<file path="config.mk">
export PLATFORM = sky130hd
export DESIGN_NAME = svc_irq_ctrl
export DESIGN_NICKNAME = d
export VERILOG_FILES = /design/src/rtl/svc_irq_pkg.sv /design/src/rtl/svc_irq_bank.sv /design/src/rtl/svc_irq_prio.sv /design/src/rtl/svc_irq_ctrl.sv
export SDC_FILE = /design/constraint.sdc
export NUM_CORES = 1
export LEC_CHECK = 0
export BUFFER_PORTS_ARGS = -buffer_cell sky130_fd_sc_hd__buf_2
export CORE_ASPECT_RATIO = 0.8
export CORE_MARGIN = 8
export CORE_UTILIZATION = 42
export CTS_CLUSTER_SIZE = 10
export DETAILED_ROUTE_END_ITERATION = 6
export PLACE_DENSITY = 0.78
export SLEW_MARGIN = 20
export SYNTH_ARGS = -nofsm -noshare
export SYNTH_HDL_FRONTEND = slang
export SYNTH_SLANG_ARGS = --single-unit
</file>
<file path="constraint.sdc">
create_clock -name clk -period 1.5 [get_ports clk]
set_input_delay 0.3 -clock clk [delete_from_list [all_inputs] [get_ports clk]]
set_output_delay 0.3 -clock clk [all_outputs]
set_load 0.005 [all_outputs]
</file>
<file path="src/rtl/svc_irq_pkg.sv">
package svc_irq_pkg;
  localparam int NSRC     = 6;
  localparam int CODE_W   = 3;
  localparam int CODE_LSB = 1;
  typedef logic [CODE_W-1:0] code_t;
  localparam code_t CODE_NONE = 3'b011;

  function automatic code_t src_code(input int idx);
    case (idx)
      0:       src_code = 3'b110;
      1:       src_code = 3'b100;
      2:       src_code = 3'b101;
      3:       src_code = 3'b010;
      4:       src_code = 3'b000;
      5:       src_code = 3'b001;
      default: src_code = CODE_NONE;
    endcase
  endfunction
endpackage

</file>
<file path="src/rtl/svc_irq_bank.sv">
module svc_irq_bank #(
  parameter int N = 6
) (
  input  logic         clk,
  input  logic         rst,
  input  logic [N-1:0] req_i,
  input  logic         en_we_i,
  input  logic [N-1:0] en_wdata_i,
  input  logic [N-1:0] clr_i,
  input  logic [N-1:0] set_ius_i,
  input  logic         rst_ius_i,
  input  logic         iack_i,
  output logic [N-1:0] en_o,
  output logic [N-1:0] pend_o,
  output logic [N-1:0] ius_o
);
  logic [N-1:0] en_q, pend_q, ius_q, ius_d;

  genvar g;
  generate
    for (g = 0; g < N; g++) begin : g_src
      always_ff @(posedge clk) begin
        if (rst) begin
          pend_q[g] <= 1'b0;
          en_q[g]   <= 1'b0;
        end else begin
          if (req_i[g] && en_q[g]) pend_q[g] <= 1'b1;
          else if (clr_i[g])       pend_q[g] <= 1'b0;
          if (en_we_i)             en_q[g]   <= en_wdata_i[g];
        end
      end

      AST_PEND_SET: assert property (@(posedge clk) disable iff (rst)
        (req_i[g] && en_q[g]) |=> pend_q[g]);
    end
  endgenerate

  always_comb begin
    logic found;
    found = 1'b0;
    ius_d = ius_q;
    if (rst_ius_i) begin
      for (int i = 0; i < N; i++) begin
        if (ius_q[i] && !found) begin
          ius_d[i] = 1'b0;
          found    = 1'b1;
        end
      end
    end
    ius_d = ius_d | set_ius_i;
  end

  always_ff @(posedge clk) begin
    if (rst) ius_q <= '0;
    else     ius_q <= ius_d;
  end

  AST_IUS_HOLD: assert property (@(posedge clk) disable iff (rst)
    (!iack_i && !rst_ius_i) |=> $stable(ius_q));
  AST_IUS_UNWIND: assert property (@(posedge clk) disable iff (rst)
    (rst_ius_i && !iack_i) |=> ($countones(ius_q) <= $countones($past(ius_q))));

  assign en_o   = en_q;
  assign pend_o = pend_q;
  assign ius_o  = ius_q;
endmodule

</file>
<file path="src/rtl/svc_irq_prio.sv">
module svc_irq_prio
  import svc_irq_pkg::*;
#(
  parameter int N = 6
) (
  input  logic [N-1:0] pend_i,
  input  logic [N-1:0] en_i,
  input  logic [N-1:0] ius_i,
  output logic [N-1:0] top_oh_o,
  output logic         any_o,
  output code_t        code_o
);
  logic [N-1:0] elig;

  always_comb begin
    logic masked;
    masked = 1'b0;
    for (int i = 0; i < N; i++) begin
      masked  = masked | ius_i[i];
      elig[i] = pend_i[i] & en_i[i] & ~masked;
    end
  end

  always_comb begin
    top_oh_o = '0;
    code_o   = CODE_NONE;
    for (int i = N - 1; i >= 0; i--) begin
      if (elig[i]) begin
        top_oh_o = '0;
        top_oh_o[i] = 1'b1;
        code_o   = src_code(i);
      end
    end
  end

  assign any_o = |elig;

  always_comb begin
    AST_TOP_ONEHOT: assert ($onehot0(top_oh_o));
  end
endmodule

</file>
<file path="src/rtl/svc_irq_ctrl.sv">
module svc_irq_ctrl
  import svc_irq_pkg::*;
#(
  parameter int N_SRC = NSRC,
  parameter int VEC_W = 8
) (
  input  logic             clk,
  input  logic             rst,
  input  logic [N_SRC-1:0] src_req,
  input  logic             en_we,
  input  logic [N_SRC-1:0] en_wdata,
  input  logic             mie_we,
  input  logic             mie_wdata,
  input  logic             vec_we,
  input  logic [VEC_W-1:0] vec_wdata,
  input  logic [N_SRC-1:0] clr_pend,
  input  logic             rst_ius,
  input  logic             iack,
  input  logic             ack_stat,
  output logic             irq_n,
  output logic             ack_vld,
  output logic [VEC_W-1:0] ack_data,
  output logic [N_SRC-1:0] pend_rd,
  output logic [VEC_W-1:0] vec_rd_a,
  output logic [VEC_W-1:0] vec_rd_b
);
  localparam int CODE_MSB = CODE_LSB + CODE_W - 1;

  logic [N_SRC-1:0] en_w, pend_w, ius_w, top_oh, set_ius;
  logic             any_elig;
  code_t            code;
  logic [VEC_W-1:0] vec_q, vec_stat, ack_q;
  logic             mie_q, irq_n_q, ack_vld_q;

  assign set_ius = iack ? top_oh : '0;

  svc_irq_bank #(.N(N_SRC)) u_bank (
    .clk(clk), .rst(rst), .req_i(src_req), .en_we_i(en_we),
    .en_wdata_i(en_wdata), .clr_i(clr_pend), .set_ius_i(set_ius),
    .rst_ius_i(rst_ius), .iack_i(iack),
    .en_o(en_w), .pend_o(pend_w), .ius_o(ius_w)
  );

  svc_irq_prio #(.N(N_SRC)) u_prio (
    .pend_i(pend_w), .en_i(en_w), .ius_i(ius_w),
    .top_oh_o(top_oh), .any_o(any_elig), .code_o(code)
  );

  always_comb begin
    vec_stat = vec_q;
    vec_stat[CODE_MSB:CODE_LSB] = code;
  end

  always_ff @(posedge clk) begin
    if (rst) begin
      vec_q     <= '0;
      mie_q     <= 1'b0;
      irq_n_q   <= 1'b1;
      ack_vld_q <= 1'b0;
      ack_q     <= '0;
    end else begin
      if (vec_we) vec_q <= vec_wdata;
      if (mie_we) mie_q <= mie_wdata;
      irq_n_q   <= iack | ~(mie_q & any_elig);
      ack_vld_q <= iack;
      if (iack) ack_q <= ack_stat ? vec_stat : vec_q;
    end
  end

  AST_MIE_GATE: assert property (@(posedge clk) disable iff (rst)
    !mie_q |=> irq_n_q);
  AST_ACK_RELEASE: assert property (@(posedge clk) disable iff (rst)
    iack |=> irq_n_q);
  AST_ACK_VALID: assert property (@(posedge clk) disable iff (rst)
    iack |=> ack_vld_q);

  assign irq_n    = irq_n_q;
  assign ack_vld  = ack_vld_q;
  assign ack_data = ack_q;
  assign pend_rd  = pend_w;
  assign vec_rd_a = vec_q;
  assign vec_rd_b = vec_stat;
endmodule

</file>
==> results of run 1 <==
## power groups by stage
| stage | Clock, uW | Sequential (uW) | Combinational, uW |
|---|---|---|---|
| floorplan | 0 | 1080 | 116 |
| global placement | 0 | 1070 | 217 |
| detailed placement | 0 | 1080 | 220 |
| CTS | 672 | 1050 | 230 |
| global route | 710 | 1060 | 261 |
| finish | 648 | 1050 | 235 |
## area by class of cell
cell class / instances / area (sq um) / share of cell area
Tap cell: 42 / 52.6 / 0.0242
Clock buffer: 6 / 72.6 / 0.0334
Timing Repair Buffer: 81 / 457 / 0.210
Multi-Input combinational cell: 115 / 822 / 0.378
Sequential cell: 37 / 743 / 0.342
Inverter: 4 / 15.0 / 0.00691
Clock inverter: 2 / 10.0 / 0.00461
## Yosys cell counts, types with 3 or more instances
library cell,count
dfxtp_1,37
nor2_1,29
mux2i_1,20
nand2_1,17
a21oi_1,10
nand2b_1,7
clkbuf_1,6
buf_4,5
inv_1,4
o21ai_0,4
nand3b_1,3
o211ai_1,3
o41ai_1,3
## worst reg2reg max path: cells and delay by family, from the launching register on
family,cells,cell delay [ps]
AOI/OAI and AO/OA,2,530
buffers and inverters,3,430
DFF,1,340
and+or+nand+nor,2,270
## metal layers
| layer | wire length, um | vias to the layer above | share of wire | global-route usage |
|---|---|---|---|---|
| li1 | - | 730 | - | - |
| met1 | 1840 | 653 | 0.44 | 0.161 |
| met2 | 2050 | 38 | 0.49 | 0.224 |
| met3 | 250 | 4 | 0.060 | 0.0498 |
| met4 | 25 | 0 | 0.0060 | 0.0344 |
| met5 | 0 | - | 0 | 0 |
## state kept, by name, indices dropped and copies added, names as in the netlist
register,count
ack_data,8
ack_vld,1
irq_n,1
mie_q,1
u_bank.en_o,6
u_bank.ius_o,6
u_bank.pend_o,6
vec_rd_a,8
## path summary, 6_finish.rpt
check,cells after the start,startpoint,to,slack (ps)
max,5,u_bank.ius_o[0],vec_rd_b[2],-320
min,3,en_wdata[1],u_bank.en_o[1],250
max reg2reg,7,u_bank.ius_o[0],ack_data[1],-150
min reg2reg,1,mie_q,irq_n,430
## stage by stage
stage | worst slack [ps] | cells | setup TNS [ps] | hold slack, ps
2_1_floorplan | 41.0 | 168 | 0 | 384
3_5_place_dp | -84.2 | 273 | -84.2 | 420
6_report | -323 | 287 | -887 | 255
4_1_cts | -338 | 286 | -688 | 247
3_3_place_gp | -6.00 | 273 | -6.00 | 423
5_1_grt | -411 | 287 | -1390 | 254
## cell usage in the layout, fill, tap and decap left out, types with 2 or more instances in the layout
cell type,Yosys,routed
buf_2,1,65
dfxtp_1,37,35
nor2_1,29,29
mux2i_1,20,20
nand2_1,17,16
buf_4,5,13
a21oi_1,10,8
nand2b_1,7,7
clkbuf_8,0,5
inv_1,4,4
nand3b_1,3,3
o211ai_1,3,3
buf_6,0,3
a21oi_2,0,2
nand3_1,2,2
or3b_1,2,2
o21ai_0,4,2
o41ai_2,0,2
a311o_1,2,2
clkinv_2,0,2
dfxtp_2,0,2
## repair_timing
action                                  4_1_cts  5_1_grt
endpoints found under the setup margin        3       10
gates resized for setup                      12        9
setup buffers                                 5        1
pin swaps                                     6        2
## logic make-up after synthesis
group | synth area share
mux | 0.128
simple gates | 0.216
flops | 0.475
buf+inv | 0.0513
compound gates | 0.130
==> results.py, run 1 <==
metrics = {
    "setup_path": {
        "endpoint_kind": "output port",
        "cp_slowest_stage_delay_ps": 340,
        "critical_path_required_ps": 1200,
        "arrival_ps": 1520,
        "crit_family": "simple AND/OR/NAND/NOR gates",
        "startpoint_type": "flop",
        "crit_type": "flop to output port",
        "cp_cell_sequence": "nor4_4 -> nand3b_1 -> o211ai_1 -> o21ai_1 -> buf_2",
        "cp_max_fo": 2,
        "path_buf_inv": 1,
        "critPathSlowestCell": "dfxtp_2",
    },
    "clock_network": {
        "clk_path_buf_depth": 2,
        "cts.clk_slew.worst_paths_ps": 70,
        "cts_hold_buf": 0,
        "cts_made_buffers": 5,
        "clock_latency_ps": 280,
        "cts_tree": "done",
        "h-tree-depth": 2,
        "cts-root-buf": "clkbuf_8",
        "cts_sinks": 37,
    },
    "power_and_ir_drop": {
        "cellLeakagePower_uw": 0.00110,
        "comb_power_share": 0.121,
        "p_int_uw": 1470,
        "swShare": 0.243,
        "clkPwrFrac": 0.335,
        "p_switching_uw": 470,
        "total_power_uw": 1940,
        "seqPwrFrac": 0.544,
        "p_per_area_nw_per_um2": 892,
        "ir_worst_vdd_v": 0.000703,
    },
    "timing": {
        "fin_crit_ps": 1820,
        "setup_slack_ps": -323,
        "fmax_ghz": 0.548,
        "setup_violations": 6,
        "rsz0062_at_grt": "true",
        "post-route-period-util": 1.22,
        "hold_violations": 0,
        "worst_clock_skew_ps": 1.72,
        "finalMaxSlewViolations": 0,
        "slew_headroom": 0.749,
        "worstMarginPinSlew_ps": 376,
    },
    "synthesis": {
        "synth_flop_cell": "dfxtp_1",
        "synthCells": 168,
        "synth_top_area_frac": 0.475,
        "yosys_warnings": 0,
        "netlist_area_sq_um": 1560,
        "avgSynthCellArea_sq_um": 9.29,
        "synth_area_leaders": "dfxtp_1, mux2i_1, nor2_1",
        "synth_edf_count": 0,
        "synthArstFlopShare": 0,
        "ys_seq_area_frac": 0.475,
        "ys_seq_elements": 37,
        "synth_nets": 203,
        "ys_types": 30,
        "yosysTopAreaCell": "dfxtp_1",
    },
    "detailed_routing": {
        "route.vias.total": 1425,
        "dr.pass1.iters": 4,
        "wl_um": 4160,
        "ant_nets": 0,
        "post-route-drc-count": 0,
        "drt-initial-drc-count": 65,
        "post_drt_wl_per_cell_um": 14.5,
        "vias_per_cell": 4.97,
    },
    "outcome": {
        "violations": "setup timing",
        "run_status": "finished, violations left",
    },
    "place": {
        "io_buffers": 66,
        "place_area_sq_um": 1950,
        "post-dp-hpwl_um": 3050,
        "gp_congestion": 0.839,
    },
    "finish": {
        "antenna_cells": 0,
        "synthToLayoutAreaGrowth_pct": 39.2,
        "fillCellCount": 296,
        "drive_gt1_frac": 0.424,
        "stdcell_area_sq_um": 2170,
        "final_util": 0.622,
        "nets": 279,
    },
    "die": {
        "die_w_um": 84.1,
        "initial_core_util": 0.446,
        "core_area_sq_um": 3490,
        "die_h_um": 70.5,
        "rows": 19,
        "die_area_sq_um": 5930,
        "boundaryPins": 67,
    },
    "grt": {
        "overflow": 0,
        "grt_pass1_vias": 1482,
        "antenna_found_initial": 0,
        "grt_max_degree": 34,
        "track_usage": 0.135,
        "grt_pass1_wl_um": 6760,
    },
    "job": {
        "drv_cap": 0,
    },
    "min_path": {
        "worstHoldPathType": "input port to flop",
    },
}
(Power assumes the default switching activity.)
==> inputs of run 2 (changes only) <==
--- a/config.mk
+++ b/config.mk
@@ -8,10 +8,11 @@
 export BUFFER_PORTS_ARGS = -buffer_cell sky130_fd_sc_hd__buf_2
 export CORE_ASPECT_RATIO = 0.8
 export CORE_MARGIN = 8
-export CORE_UTILIZATION = 42
+export CORE_UTILIZATION = 46
 export CTS_CLUSTER_SIZE = 10
 export DETAILED_ROUTE_END_ITERATION = 6
-export PLACE_DENSITY = 0.78
+export MAX_ROUTING_LAYER = met4
+export PLACE_DENSITY = 0.81
 export SLEW_MARGIN = 20
 export SYNTH_ARGS = -nofsm -noshare
 export SYNTH_HDL_FRONTEND = slang
==> constraint.sdc (replaced) <==
create_clock -name clk -period 1.85 [get_ports clk]
set_input_delay 0.37 -clock clk [delete_from_list [all_inputs] [get_ports clk]]
set_output_delay 0.37 -clock clk [all_outputs]
set_load 0.01 [all_outputs]
==> results.py, run 2 (synthesized netlist as in run 1, its figures left out) <==
metrics = {
    "clock_network": {
        "h-tree-depth": 2,
        "clock_latency_ps": 280,
        "cts_hold_buf": 0,
        "cts_sinks": 37,
        "cts_made_buffers": 5,
        "cts.clk_slew.worst_paths_ps": 70,
        "cts-root-buf": "clkbuf_8",
        "clk_path_buf_depth": 2,
        "cts_tree": "done",
    },
    "grt": {
        "track_usage": 0.150,
        "grt_pass1_wl_um": 6260,
        "grt_max_degree": 34,
        "antenna_found_initial": 0,
        "overflow": 0,
        "grt_pass1_vias": 1370,
    },
    "setup_path": {
        "cp_max_fo": 3,
        "path_buf_inv": 1,
        "crit_family": "simple AND/OR/NAND/NOR gates",
        "endpoint_kind": "output port",
        "timing.rr.start": "u_bank.ius_o[0]",
        "startpoint_type": "flop",
        "cp_slowest_stage_delay_ps": 340,
        "cp_cell_sequence": "nor4_4 -> nand3b_1 -> o211ai_1 -> o21ai_1 -> buf_2",
        "critPathLaunch": "u_bank.ius_o[3]",
        "critical_path_required_ps": 1480,
        "arrival_ps": 1560,
        "critPathSlowestCell": "dfxtp_2",
        "crit_type": "flop to output port",
    },
    "die": {
        "die_area_sq_um": 5520,
        "initial_core_util": 0.469,
        "rows": 19,
        "die_h_um": 68.1,
        "die_w_um": 81.1,
        "boundaryPins": 67,
        "core_area_sq_um": 3330,
    },
    "detailed_routing": {
        "vias_per_cell": 5.09,
        "post-route-drc-count": 0,
        "ant_nets": 0,
        "wl_um": 4050,
        "post_drt_wl_per_cell_um": 14.4,
        "dr.pass1.iters": 4,
        "drt-initial-drc-count": 150,
        "route.vias.total": 1430,
    },
    "timing": {
        "post-route-period-util": 1.05,
        "rsz0062_at_grt": "true",
        "worstMarginPinSlew_ps": 354,
        "hold_violations": 0,
        "fin_crit_ps": 1930,
        "finalMaxSlewViolations": 0,
        "worst_clock_skew_ps": 1.06,
        "setup_slack_ps": -83.9,
        "fmax_ghz": 0.517,
        "setup_violations": 1,
        "slew_headroom": 0.764,
    },
    "place": {
        "dp.cells": 266,
        "io_buffers": 66,
        "gp_congestion": 0.851,
        "post-dp-hpwl_um": 3000,
    },
    "power_and_ir_drop": {
        "ir_worst_vdd_v": 0.000567,
        "p_per_area_nw_per_um2": 791,
        "cellLeakagePower_uw": 0.00106,
        "total_power_uw": 1650,
    },
    "finish": {
        "drive_gt1_frac": 0.393,
        "nets": 273,
        "multi_input_area_sq_um": 769,
        "regArea_sq_um": 747,
        "antenna_cells": 0,
        "synthToLayoutAreaGrowth_pct": 33.8,
        "fillCellCount": 307,
        "final_common_cell": "buf_2",
        "stdcell_count": 281,
        "layout_common_cells": "buf_2, dfxtp_1, nor2_1",
    },
    "outcome": {
        "run_status": "finished, violations left",
        "violations": "setup timing",
    },
    "min_path": {
        "hp-start": "en_wdata[3]",
        "worstHoldPathType": "input port to flop",
    },
    "job": {
        "drv_cap": 0,
    },
}
## run 2: cell count changes in the layout (fill, tap and decap cells not counted), sizes merged
cell and change:
clkbuf +1, clkinv -1, buf -6
## run 2: power by group
group	internal, uW	switching, uW
clock network	336	269
logic	92.4	99.7
registers	829	24.5
## run 2: what timing repair did
| item | CTS | global route |
|---|---|---|
| gates resized for setup | 5 | 7 |
| pin swaps | 4 | 5 |
| endpoints found under the setup margin | 2 | 3 |
| buffers inserted | 4 | 3 |
## run 2: cell type report
type,count,share of cell area
clock buffers,7,0.0462
multi-input cells,115,0.369
well taps,42,0.0252
clock inverters,1,0.00240
repair buffers,75,0.192
flip-flops and latches,37,0.358
inverters,4,0.00719
## run 2: final timing paths
check,endpoint,slack (ps),cells after the start
max,vec_rd_b[2],-80,5
min,u_bank.en_o[3],320,3
max reg2reg,ack_data[2],340,7
min reg2reg,irq_n,410,1
## run 2: worst min-delay path, cell delays in order
cell	delay, ps
buf_2	70
mux2i_1	50
nor2_1	70
## run 2: layer usage
| metal | vias to the layer above | wire length, um | GRT usage |
|---|---|---|---|
| met1 | 654 | 1730 | 0.182 |
| met2 | 49 | 1980 | 0.230 |
| met3 | 9 | 238 | 0.0315 |
| met5 | - | 0 | - |
| li1 | 718 | - | - |
| met4 | 0 | 102 | 0.0822 |
## run 2: per-stage QoR
step	worst slack (ps)	area [sq um]	util	TNS [ps]	hold slack, ps
5_1_grt	-186	2090	0.627	-239	311
3_5_place_dp	123	1890	0.569	0	396
6_report	-83.9	2090	0.627	-83.9	316
2_1_floorplan	272	1560	-	0	384
3_3_place_gp	139	1890	0.569	0	396
4_1_cts	-35.2	2040	0.613	-42.8	311
